`src/rtl/ring_pkg.sv`:
```
package ring_pkg;
  localparam int LVL_W = 2;
  localparam logic [LVL_W-1:0] LVL_TOP = '0;

  typedef enum logic [2:0] {
    OP_IO   = 3'd0,
    OP_POPF = 3'd1,
    OP_IRET = 3'd2,
    OP_PRIV = 3'd3,
    OP_GATE = 3'd4,
    OP_INTR = 3'd5,
    OP_RET  = 3'd6,
    OP_RSVD = 3'd7
  } ring_op_e;

  typedef struct packed {
    logic             grant;
    logic             load_lvl;
    logic [LVL_W-1:0] new_lvl;
    logic             load_flags;
    logic             keep_iopl;
  } ring_dec_t;
endpackage

```
`src/rtl/ring_policy.sv`:
```
module ring_policy
  import ring_pkg::*;
(
  input  logic             valid_i,
  input  ring_op_e         op_i,
  input  logic [LVL_W-1:0] tgt_i,
  input  logic [LVL_W-1:0] cpl_i,
  input  logic [LVL_W-1:0] iopl_i,
  output ring_dec_t        dec_o
);
  ring_dec_t raw;
  logic      at_top;
  logic      inward_ok;
  logic      outward_ok;

  assign at_top     = (cpl_i == LVL_TOP);
  assign inward_ok  = (tgt_i <= cpl_i);
  assign outward_ok = (tgt_i >= cpl_i);

  always_comb begin
    raw = '0;
    case (op_i)
      OP_IO:   raw.grant = (cpl_i <= iopl_i);
      OP_POPF: begin
        raw.grant      = 1'b1;
        raw.load_flags = 1'b1;
        raw.keep_iopl  = !at_top;
      end
      OP_IRET: begin
        raw.grant      = outward_ok;
        raw.load_flags = outward_ok;
        raw.keep_iopl  = !at_top;
        raw.load_lvl   = outward_ok;
        raw.new_lvl    = tgt_i;
      end
      OP_PRIV: raw.grant = at_top;
      OP_GATE: begin
        raw.grant    = inward_ok;
        raw.load_lvl = inward_ok;
        raw.new_lvl  = tgt_i;
      end
      OP_INTR: begin
        raw.grant    = 1'b1;
        raw.load_lvl = 1'b1;
        raw.new_lvl  = LVL_TOP;
      end
      OP_RET: begin
        raw.grant    = outward_ok;
        raw.load_lvl = outward_ok;
        raw.new_lvl  = tgt_i;
      end
      default: raw = '0;
    endcase
  end

  always_comb begin
    dec_o = raw;
    if (!valid_i) begin
      dec_o.grant      = 1'b0;
      dec_o.load_lvl   = 1'b0;
      dec_o.load_flags = 1'b0;
    end
  end
endmodule

```
`src/rtl/ring_flags.sv`:
```
module ring_flags
  import ring_pkg::*;
#(
  parameter int FLAG_W   = 16,
  parameter int IOPL_LSB = 12
) (
  input  logic              clk_i,
  input  logic              rst_ni,
  input  logic              we_i,
  input  logic              keep_iopl_i,
  input  logic [FLAG_W-1:0] wdata_i,
  output logic [FLAG_W-1:0] flags_o,
  output logic [LVL_W-1:0]  iopl_o
);
  localparam logic [FLAG_W-1:0] IOPL_MASK = {{(FLAG_W-LVL_W){1'b0}}, {LVL_W{1'b1}}} << IOPL_LSB;

  logic [FLAG_W-1:0] flags_q;
  logic [FLAG_W-1:0] flags_d;

  always_comb begin
    flags_d = wdata_i;
    if (keep_iopl_i) flags_d = (wdata_i & ~IOPL_MASK) | (flags_q & IOPL_MASK);
  end

  always_ff @(posedge clk_i or negedge rst_ni) begin
    if (!rst_ni)   flags_q <= '0;
    else if (we_i) flags_q <= flags_d;
  end

  assign flags_o = flags_q;
  assign iopl_o  = flags_q[IOPL_LSB +: LVL_W];
endmodule

```
`src/rtl/ring_level.sv`:
```
module ring_level
  import ring_pkg::*;
(
  input  logic             clk_i,
  input  logic             rst_ni,
  input  logic             valid_i,
  input  ring_dec_t        dec_i,
  output logic [LVL_W-1:0] cpl_o,
  output logic             grant_o,
  output logic             fault_o
);
  logic [LVL_W-1:0] cpl_q;
  logic             grant_q;
  logic             fault_q;

  always_ff @(posedge clk_i or negedge rst_ni) begin
    if (!rst_ni) begin
      cpl_q   <= LVL_TOP;
      grant_q <= 1'b0;
      fault_q <= 1'b0;
    end else begin
      if (dec_i.load_lvl) cpl_q <= dec_i.new_lvl;
      grant_q <= valid_i & dec_i.grant;
      fault_q <= valid_i & ~dec_i.grant;
    end
  end

  assign cpl_o   = cpl_q;
  assign grant_o = grant_q;
  assign fault_o = fault_q;
endmodule

```
`src/rtl/ring_guard.sv`:
```
module ring_guard
  import ring_pkg::*;
#(
  parameter int FLAG_W   = 16,
  parameter int IOPL_LSB = 12
) (
  input  logic              clk_i,
  input  logic              rst_ni,
  input  logic              req_valid_i,
  input  logic [2:0]        req_op_i,
  input  logic [1:0]        req_lvl_i,
  input  logic [FLAG_W-1:0] req_flags_i,
  output logic              grant_o,
  output logic              fault_o,
  output logic [1:0]        cpl_o,
  output logic [FLAG_W-1:0] flags_o
);
  ring_dec_t        dec;
  logic [LVL_W-1:0] cpl;
  logic [LVL_W-1:0] iopl;

  ring_policy u_policy (
    .valid_i (req_valid_i),
    .op_i    (ring_op_e'(req_op_i)),
    .tgt_i   (req_lvl_i),
    .cpl_i   (cpl),
    .iopl_i  (iopl),
    .dec_o   (dec)
  );

  ring_flags #(
    .FLAG_W   (FLAG_W),
    .IOPL_LSB (IOPL_LSB)
  ) u_flags (
    .clk_i       (clk_i),
    .rst_ni      (rst_ni),
    .we_i        (dec.load_flags),
    .keep_iopl_i (dec.keep_iopl),
    .wdata_i     (req_flags_i),
    .flags_o     (flags_o),
    .iopl_o      (iopl)
  );

  ring_level u_level (
    .clk_i   (clk_i),
    .rst_ni  (rst_ni),
    .valid_i (req_valid_i),
    .dec_i   (dec),
    .cpl_o   (cpl),
    .grant_o (grant_o),
    .fault_o (fault_o)
  );

  assign cpl_o = cpl;
endmodule

```
`config.mk`:
```
export PLATFORM = sky130hd
export DESIGN_NAME = ring_guard
export DESIGN_NICKNAME = d
export VERILOG_FILES = /design/src/rtl/ring_pkg.sv /design/src/rtl/ring_policy.sv /design/src/rtl/ring_flags.sv /design/src/rtl/ring_level.sv /design/src/rtl/ring_guard.sv
export SDC_FILE = /design/constraint.sdc
export NUM_CORES = 1
export LEC_CHECK = 0
export BUFFER_PORTS_ARGS = -buffer_cell sky130_fd_sc_hd__buf_2
export CAP_MARGIN = 25
export CORE_UTILIZATION = 33
export CTS_CLUSTER_DIAMETER = 120
export DETAILED_ROUTE_END_ITERATION = 7
export SYNTH_ARGS = -nofsm -noshare
export SYNTH_HDL_FRONTEND = slang
export SYNTH_SLANG_ARGS = --single-unit
```
`constraint.sdc`:
```
create_clock -name clk_i -period 4.2 [get_ports clk_i]
set_clock_uncertainty 0.15 [all_clocks]
set_input_delay 0.42 -clock clk_i [delete_from_list [all_inputs] [get_ports clk_i]]
set_output_delay 0.42 -clock clk_i [all_outputs]
set_load 0.03 [all_outputs]
```
==> results of run 1 <==
[worst reg2reg max path, cell delays in order, from the launching register on]
cell,delay (ns)
dfrtp_1,0.43
inv_1,0.10
ha_1,0.22
nor3b_1,0.44
o31ai_4,0.15
nand3b_4,0.25
mux2_2,0.38
[logic make-up (layout without fill, tap and decap cells)]
logic type | count (synthesis) | after routing | share of synthesized area, %
adders and majority gates | 4 | 4 | 4.90
buffers and inverters | 6 | 53 | 2.94
and+or+nand+nor | 18 | 18 | 12.6
DFF | 20 | 20 | 49.0
AOI/OAI and AO/OA | 9 | 9 | 7.34
muxes | 18 | 18 | 23.3
[final timing paths]
path / from / end / depth (start not counted)
min in group asynchronous: rst_ni / u_flags.flags_o[4] / 2
hold reg to reg: u_flags.flags_o[6] / u_flags.flags_o[6] / 1
setup / recovery: u_level.cpl_o[1] / u_flags.flags_o[15] / 6
max in group asynchronous: rst_ni / u_flags.flags_o[13] / 2
setup reg to reg: u_level.cpl_o[1] / u_flags.flags_o[15] / 6
hold / removal: req_flags_i[10] / u_flags.flags_o[10] / 2
[stage by stage]
step           total power (W)  cells  cell area, sq um  worst slack [ns]  util, %
6_report              0.000763    153              1310              1.98     46.0
2_1_floorplan         0.000554     75              1020              1.96        -
4_1_cts               0.000776    153              1310              1.98     46.0
3_5_place_dp          0.000661    148              1260              1.87     44.3
5_1_grt               0.000817    153              1310              1.87     46.0
3_3_place_gp          0.000653    148              1260              1.93     44.3
[cells in the final DEF (no fill, tap or decap), types with 2 or more instances in the layout]
master,n
mux2_2,6
mux2_4,10
nand2_1,3
dfrtp_1,20
a21oi_1,2
o21ai_0,2
nor3b_1,2
inv_1,5
ha_1,4
clkbuf_4,3
buf_2,43
nor3_1,2
nor4b_1,2
mux2i_1,2
nor2_1,3
[timing repair]
action,4_1_cts,5_1_grt
endpoints found under the hold margin,20,0
gates resized for setup,0,0
hold buffers,1,0
[routing by layer]
layer | share of wire, % | vias up | global-route usage (%)
met5 | 0 | - | 0
met3 | 4.8 | 2 | 2.90
met4 | 0.80 | 0 | 5.10
li1 | - | 370 | -
met1 | 44 | 365 | 16.8
met2 | 50 | 19 | 22.4
[registers in the layout, indices dropped and copies added, names as in the netlist]
| signal | count |
|---|---|
| u_flags.flags_o | 16 |
| u_level.cpl_o | 2 |
| u_level.fault_o | 1 |
| u_level.grant_o | 1 |
[layout make-up]
type	count	area, sq um
Inverter	5	18.8
Sequential cell	20	500
Fill cell	268	1540
Timing Repair Buffer	44	225
Tap cell	31	38.8
Clock buffer	4	36.3
Multi-Input combinational cell	49	492
[power by group]
part           switching, W  internal [W]
clock network     0.0000565     0.0000528
registers         0.0000352      0.000253
logic              0.000220      0.000145
==> results.json, run 1 <==
{
  "antenna_found_initial": 0,
  "crit_path_cell_trace": "inv_1 > ha_1 > nor3b_1 > o31ai_4 > nand3b_4 > mux2_2",
  "start_util_pct": 35.8,
  "relSlewSlack_pct": 68.3,
  "dp_hpwl_microns": 1550,
  "worst_hold_slack_ns": 0.200,
  "netlist.area_leader.share_pct": 49.0,
  "route.detailed.drc": 3,
  "wirelength_microns": 2010,
  "cp_top_family": "simple AND/OR/NAND/NOR gates",
  "die_area_sq_um": 3320,
  "violations": "design-rule violations",
  "grt_max_degree": 21,
  "max_cap_viol_count": 0,
  "yosys_warnings": 0,
  "clock_sinks": 20,
  "vdd_drop_max_v": 0.000292,
  "cp_data_arrival_time_ns": 2.26,
  "p_per_area_nw_per_um2": 582,
  "p_leak_nw": 0.703,
  "drt_pass1_iterations": 6,
  "final_layout_size_suffix_gt1_share_pct": 54.9,
  "io_buffers": 43,
  "wl_per_cell_microns": 13.1,
  "clock_latency_ns": 0.29,
  "postSynthAreaPerCell_sq_um": 13.6,
  "area_growth_pct": 28.3,
  "vias": 756,
  "yosysMostFrequentCell": "dfrtp_1",
  "yosys.area.top_type": "dfrtp_1",
  "finalCriticalPeriod_ns": 2.22,
  "fin_setup_tns_ns": 0,
  "min_path_type": "in -> reg",
  "fp-row-count": 19,
  "cp_slowest_cell": "nor3b_1",
  "period_share_pct": 52.9,
  "rsz0062_at_grt": "no",
  "synthTopCellsByArea": "dfrtp_1 (49%), mux2_4 (15%), mux2_2 (6.6%)",
  "htreeDepth": 1,
  "clkTransAtPathRegs_ns": 0.11,
  "ant_nets": 0,
  "grt_pass1_vias": 764,
  "synth_fp_nets": 103,
  "cts-root-buf": "clkbuf_4",
  "nNetsFinal": 151,
  "synth_edf_count": 0,
  "critPathMaxFanout": 14,
  "die_height_microns": 57.7,
  "cts_tree": "yes",
  "timing.final.setup_violations": 0,
  "synth_area_sq_um": 1020,
  "ioPinCount": 44,
  "reg2reg_slack_ns": 1.98,
  "clockBufferDepth": 2,
  "synth_seq_cells": 20,
  "viasPerCell": 4.94,
  "cts_setup_buffers": 0,
  "synth-seq-area-share_pct": 49.0,
  "yosysUniqueCellTypes": 25,
  "num_antenna_cells": 0,
  "hold_viol_final": 0,
  "crit_buf_inv": 1,
  "synthArstFlopShare_pct": 100,
  "worst_slew_pin_slew_ns": 0.474,
  "syn-instance-count": 75,
  "slew_violations": 0,
  "die_w_microns": 57.7,
  "placeableCoreArea_sq_um": 2850,
  "cts_buffers": 3,
  "crit_required_ns": 4.24,
  "crit_path_end_kind": "flip-flop",
  "max_stage_delay_ns": 0.44,
  "critPathLaunchType": "flip-flop",
  "status": "finished with violations",
  "grt_pass1_wl_microns": 3390,
  "routabilityCongestion": 0.792,
  "crit_type": "reg -> reg",
  "ys.flop_type": "dfrtp_1",
  "grt_use_total_pct": 13.3,
  "fmax_ghz": 0.450,
  "synth_commonest_cells": "dfrtp_1 (20), mux2_4 (10), mux2_2 (6)",
  "drt_iter0_drc": 13,
  "gr-total-overflow": 0
}
Power figures use the tool's default switching activity.
==> run 2: changes to the inputs <==
Clock period 4.2 ns to 2 ns, I/O delays scaled along.
==> run 2 against run 1 <==
  * Clock power increased by 110%
  * Largest power group unchanged
  * Power grew 120%
  * Sequential power increased by 110%
  * Routed wire length up 20%
  * The flow still finishes with violations (design-rule violations)
  * Critical path depth rose by 1
==> results.json, run 2 (synthesis gave the netlist of run 1 again) <==
{
  "crit_path_cell_trace": "inv_4 > ha_4 > nor2_4 > o31ai_4 > nand3b_4 > buf_12 > mux2_4",
  "wirelength_microns": 2420,
  "crit_buf_inv": 2,
  "seqPwrFrac_pct": 36.1,
  "multiInputGateArea_sq_um": 536,
  "vias": 825,
  "crit_type": "reg -> reg",
  "rsz0062_at_grt": "yes",
  "vdd_drop_max_v": 0.000639,
  "nNetsFinal": 169,
  "die_w_microns": 57.7,
  "final_common_cell": "buf_2",
  "start_util_pct": 35.8,
  "clockBufferDepth": 2,
  "htreeDepth": 1,
  "max_stage_delay_ns": 0.43,
  "num_antenna_cells": 0,
  "largest_reg_flops": 16,
  "viasPerCell": 4.82,
  "grt_use_total_pct": 15.6,
  "period_share_pct": 98.2,
  "clkTransAtPathRegs_ns": 0.10,
  "area_growth_pct": 51.7,
  "cts_buffers": 3,
  "wl_per_cell_microns": 14.1,
  "clock_sinks": 20,
  "violations": "design-rule violations",
  "cp_data_arrival_time_ns": 2.00,
  "slew_violations": 0,
  "max_cap_viol_count": 0,
  "grt_pass1_vias": 837,
  "p_int_w": 0.00101,
  "final_layout_size_suffix_gt1_share_pct": 53.6,
  "drt_iter0_drc": 12,
  "grt_max_degree": 21,
  "route.detailed.drc": 2,
  "p_switching_w": 0.000697,
  "critPathMaxFanout": 14,
  "crit_required_ns": 2.04,
  "hold_path_startpoint": "req_lvl_i[1]",
  "die_area_sq_um": 3320,
  "most-common-layout-cells": "buf_2 (43), dlygate4sd3_1 (18), dfrtp_1 (18)",
  "cts-root-buf": "clkbuf_4",
  "hold_viol_final": 0,
  "r2r_start": "u_level.cpl_o[1]",
  "cp-startpoint": "u_level.cpl_o[1]",
  "p_per_area_nw_per_um2": 1100,
  "cp_top_family": "flip-flops",
  "antenna_found_initial": 0,
  "critPathLaunchType": "flip-flop",
  "ioPinCount": 44,
  "die_height_microns": 57.7,
  "swShare_pct": 40.8,
  "worst_hold_slack_ns": 0.0357,
  "timing.final.setup_violations": 0,
  "instances_no_fill": 171,
  "gr-total-overflow": 0,
  "combPwrFrac_pct": 50.2,
  "drt_pass1_iterations": 6,
  "min_path_type": "in -> reg",
  "cts_tree": "yes",
  "clock_latency_ns": 0.29,
  "cp_slowest_cell": "dfrtp_2",
  "placeableCoreArea_sq_um": 2850,
  "relSlewSlack_pct": 70.5,
  "clkPwrFrac_pct": 13.7,
  "routabilityCongestion": 0.859,
  "ant_nets": 0,
  "grt_pass1_wl_microns": 3910,
  "fillCellCount": 266,
  "io_buffers": 43,
  "dp_hpwl_microns": 1600,
  "fmax_ghz": 0.509,
  "p_leak_nw": 0.788,
  "dp_cells": 148,
  "status": "finished with violations",
  "worst_slew_pin_slew_ns": 0.443,
  "fp-row-count": 19,
  "seq_area_sq_um": 503,
  "crit_path_end_kind": "flip-flop",
  "finalCriticalPeriod_ns": 1.96
}
-- run 2: changes by cell type in the layout (fill, tap and decap cells not counted) --
| cell | change |
|---|---|
| buf_12 | +1 |
| dfrtp_1 | -2 |
| dfrtp_2 | +2 |
| dlygate4sd3_1 | +17 |
| ha_1 | -2 |
| ha_4 | +2 |
| inv_1 | -1 |
| inv_4 | +1 |
| nor2_1 | -1 |
| nor2_4 | +1 |
| nor3b_1 | -1 |
| nor3b_4 | +1 |
-- run 2: final timing paths --
| check | cells after the start | endpoint | slack [ns] |
|---|---|---|---|
| worst max-delay path | 7 | u_flags.flags_o[14] | 0.04 |
| worst min-delay path | 3 | u_level.cpl_o[1] | 0.04 |
| worst max register to register | 7 | u_flags.flags_o[14] | 0.04 |
| worst min register to register | 1 | u_flags.flags_o[10] | 0.37 |
| max in group asynchronous | 2 | u_level.cpl_o[1] | 1.14 |
| min in group asynchronous | 2 | u_flags.flags_o[11] | 0.22 |
-- run 2: worst min-delay path, delay by kind of cell --
kind | cells | cell delay [ns]
buffers and inverters | 1 | 0.12
muxes | 1 | 0.07
and+or+nand+nor | 1 | 0.05
-- run 2: per-layer routing --
metal  vias up  routed length [microns]  track usage, %  part of all wire [%]
met5         -                        0               0                     0
met4         0                       10            1.02                  0.41
met3         2                      100            4.69                   4.1
met2        24                     1320            28.7                    55
met1       397                      982            18.8                    41
li1        402                        -               -                     -
-- run 2: what timing repair did --
item | in CTS | in global routing
setup buffers | 1 | 0
hold endpoints to repair | 37 | 0
pin swaps | 2 | 2
setup endpoints to repair | 14 | 16
hold buffers | 18 | 0
resized for setup | 1 | 2
cloned | 0 | 0
-- run 2: final cells by class --
type / count / area share (%)
multi-input combinational: 49 / 34.5
sequential: 20 / 32.4
timing repair buffer: 62 / 26.8
tap: 31 / 2.50
clock buffer: 4 / 2.34
inverter: 5 / 1.37
-- run 2: metrics by stage --
step / setup WS [ns] / setup TNS, ns / utilization [%] / power (W) / area [sq um]
5_1_grt: -0.0487 / -0.435 / 54.3 / 0.00181 / 1550
4_1_cts: 0.00155 / 0 / 53.8 / 0.00170 / 1540
6_report: 0.0355 / 0 / 54.3 / 0.00171 / 1550
3_3_place_gp: -0.0295 / -0.327 / 45.3 / 0.00141 / 1290
3_5_place_dp: -0.0781 / -0.961 / 45.3 / 0.00142 / 1290
2_1_floorplan: -0.0557 / -0.557 / - / 0.00120 / 1050
-- run 2: power by group through the flow --
| stage | sequential, W | combinational [W] | clock, W |
|---|---|---|---|
| after floorplan | 0.000876 | 0.000321 | 0 |
| after global placement | 0.000619 | 0.000789 | 0 |
| after detailed placement | 0.000620 | 0.000803 | 0 |
| after CTS | 0.000613 | 0.000848 | 0.000243 |
| after global routing | 0.000636 | 0.000916 | 0.000259 |
| final | 0.000617 | 0.000856 | 0.000234 |
==> run 3: changes to the inputs <==
Settings changed: ABC_AREA set to 1.
==> run 3 against run 2 <==
  * The flow now finishes without violations
  * Register-to-register slack improved by 0.14 ns
  * Clock power is 42% higher
  * Global-route usage rose by 0.32 points
  * Critical endpoint unchanged
  * Non-clock buffer count fell by 3
  * Highest routed layer unchanged
  * First-iteration DRC count rose by 110%
  * Sequential power decreased by 13%
==> results.json, run 3 <==
{
  "status": "completed",
  "cts_resized": 0,
  "clock_latency_ns": 0.30,
  "crit_required_ns": 2.05,
  "max_stage_delay_ns": 0.41,
  "slew_violations": 0,
  "power_w": 0.00141,
  "yosys_warnings": 0,
  "vdd_drop_max_v": 0.000358,
  "cpMostUsedCell": "nand2_1",
  "wirelength_microns": 2470,
  "area_growth_pct": 43.0,
  "crit_path_cell_trace": "inv_1 > ha_1 > nand2_1 > nand3_1 > nand2_2 > nand2_4 > nand2_4 > nand2_1 > nand2_1",
  "synth-seq-area-share_pct": 48.0,
  "worst_slew_pin_slew_ns": 0.446,
  "synth_seq_cells": 20,
  "vias": 1047,
  "die_area_sq_um": 3390,
  "yosysMostFrequentCell": "nand2_1",
  "final_common_cell": "nand2_1",
  "reg2reg_slack_ns": 0.18,
  "synth_fp_nets": 159,
  "fp-row-count": 20,
  "ys.flop_type": "dfrtp_1",
  "dp_cells": 214,
  "cts_buffers": 3,
  "fin_setup_tns_ns": 0,
  "p_per_area_nw_per_um2": 944,
  "r2r_cells": 9,
  "synth_commonest_cells": "nand2_1 (53), dfrtp_1 (20), nand3_1 (20)",
  "synthTopCellsByArea": "dfrtp_1 (48%), nand2_1 (19%), nand3_1 (9.6%)",
  "min_path_type": "in -> reg",
  "critPathLaunchType": "flip-flop",
  "most-common-layout-cells": "nand2_1 (53), buf_2 (43), nand3_1 (20), dfrtp_1 (20), dlygate4sd3_1 (16)",
  "period_share_pct": 91.1,
  "rsz0062_at_grt": "no",
  "hold_path_startpoint": "req_flags_i[13]",
  "crit_buf_inv": 1,
  "placeableCoreArea_sq_um": 3030,
  "p_int_w": 0.000866,
  "relSlewSlack_pct": 70.3,
  "viasPerCell": 4.47,
  "clock_sinks": 20,
  "whs_path_depth": 3,
  "syn-instance-count": 131,
  "combPwrFrac_pct": 38.2,
  "r2r_end": "u_flags.flags_o[14]",
  "synthArstFlopShare_pct": 100,
  "routabilityCongestion": 0.861,
  "hold_viol_final": 0,
  "cp_slowest_cell": "dfrtp_1",
  "fmax_ghz": 0.549,
  "grt_pass1_wl_microns": 4150,
  "cts_setup_buffers": 0,
  "gr-total-overflow": 0,
  "dp_hpwl_microns": 1730,
  "io_buffers": 43,
  "postSynthAreaPerCell_sq_um": 7.96,
  "r2r_start": "u_level.cpl_o[1]",
  "cts-root-buf": "clkbuf_4",
  "antenna_found_initial": 0,
  "die_height_microns": 58.2,
  "yosysUniqueCellTypes": 18,
  "cp_data_arrival_time_ns": 1.88,
  "finalCriticalPeriod_ns": 1.82,
  "swShare_pct": 38.5,
  "largest_reg_flops": 16,
  "dp_slack_ns": 0.203,
  "crit_path_end_kind": "flip-flop",
  "ioPinCount": 44,
  "drt_iter0_drc": 25,
  "crit_type": "reg -> reg",
  "p_leak_nw": 0.850,
  "holdPathEnd": "u_flags.flags_o[13]",
  "max_cap_viol_count": 0,
  "timing.final.setup_violations": 0,
  "yosys.area.top_type": "dfrtp_1",
  "num_antenna_cells": 0,
  "nNetsFinal": 219,
  "start_util_pct": 34.4,
  "synth_edf_count": 0,
  "p_switching_w": 0.000541,
  "synth_area_sq_um": 1040,
  "grt_pass1_vias": 991,
  "instances_no_fill": 234,
  "cts_tree": "yes",
  "drt_pass1_iterations": 4,
  "netlist.area_leader.share_pct": 48.0,
  "critPathMaxFanout": 19,
  "seqPwrFrac_pct": 38.1,
  "grt_max_degree": 21,
  "cp_top_family": "simple AND/OR/NAND/NOR gates",
  "grt_use_total_pct": 15.9,
  "die_w_microns": 58.2,
  "clkPwrFrac_pct": 23.7,
  "clockBufferDepth": 2,
  "finalWorstSetupSlack_ns": 0.177,
  "final_layout_size_suffix_gt1_share_pct": 27.9,
  "clkTransAtPathRegs_ns": 0.12,
  "wl_per_cell_microns": 10.5,
  "htreeDepth": 1,
  "route.detailed.drc": 0,
  "ant_nets": 0
}
[run 3: final cells by class]
class	count	area [sq um]
fillers	310	1540
flip-flops and latches	20	500
multi-input cells	95	462
repair buffers	59	375
well taps	44	55.1
inverters	12	45.0
clock inverters	1	30.0
clock buffers	3	22.5
[run 3: per-layer routing]
layer	vias up	global-route usage, %	share of wire [%]
met2	23	27.4	52
met3	2	2.68	2.6
met4	0	6.12	0.81
met1	485	19.8	45
met5	-	0	0
li1	537	-	-
[run 3: worst register-to-register path, delay by kind of cell, from the launching register on]
family	cells	cell delay (ns)
adder cells (fa/ha/maj)	1	0.30
AND/OR/NAND/NOR	7	0.80
buffers and inverters	1	0.08
flip-flops	1	0.41
[run 3: kinds of logic (layout without fill, tap and decap cells)]
logic type,after synthesis,after routing,synth area share (%)
AOI/OAI and AO/OA,4,4,1.92
adders and majority gates,4,4,4.80
buffers and inverters,16,75,7.68
DFF,20,20,48.0
and+or+nand+nor,87,87,37.6
[run 3: power by group through the flow]
stage               logic, W  registers, W  clock network (W)
floorplan           0.000186      0.000718                  0
global placement    0.000506      0.000547                  0
detailed placement  0.000519      0.000546                  0
CTS                 0.000543      0.000538           0.000339
global route        0.000598      0.000547           0.000357
finish              0.000538      0.000536           0.000333
[run 3: worst max path at each step]
stage,cells after the start,endpoint,from
floorplan,10,u_flags.flags_o[0],u_level.cpl_o[1]
global placement,9,u_flags.flags_o[8],u_level.cpl_o[1]
detailed placement,9,u_flags.flags_o[14],u_level.cpl_o[1]
CTS,9,u_flags.flags_o[14],u_level.cpl_o[1]
global route,9,u_flags.flags_o[15],u_level.cpl_o[1]
finish,9,u_flags.flags_o[14],u_level.cpl_o[1]
[run 3: metrics by stage]
stage | hold WS (ns) | instance area (sq um) | utilization (%)
4_1_cts | 0.00193 | 1490 | 49.2
3_3_place_gp | 0.0203 | 1280 | 42.2
5_1_grt | 0.00589 | 1490 | 49.2
3_5_place_dp | 0.0246 | 1280 | 42.2
2_1_floorplan | -0.246 | 1040 | -
6_report | 0.00192 | 1490 | 49.2
[run 3: repair_timing]
action | 4_1_cts | 5_1_grt
hold endpoints to repair | 35 | 0
endpoints found under the setup margin | 0 | 0
hold buffers | 16 | 0
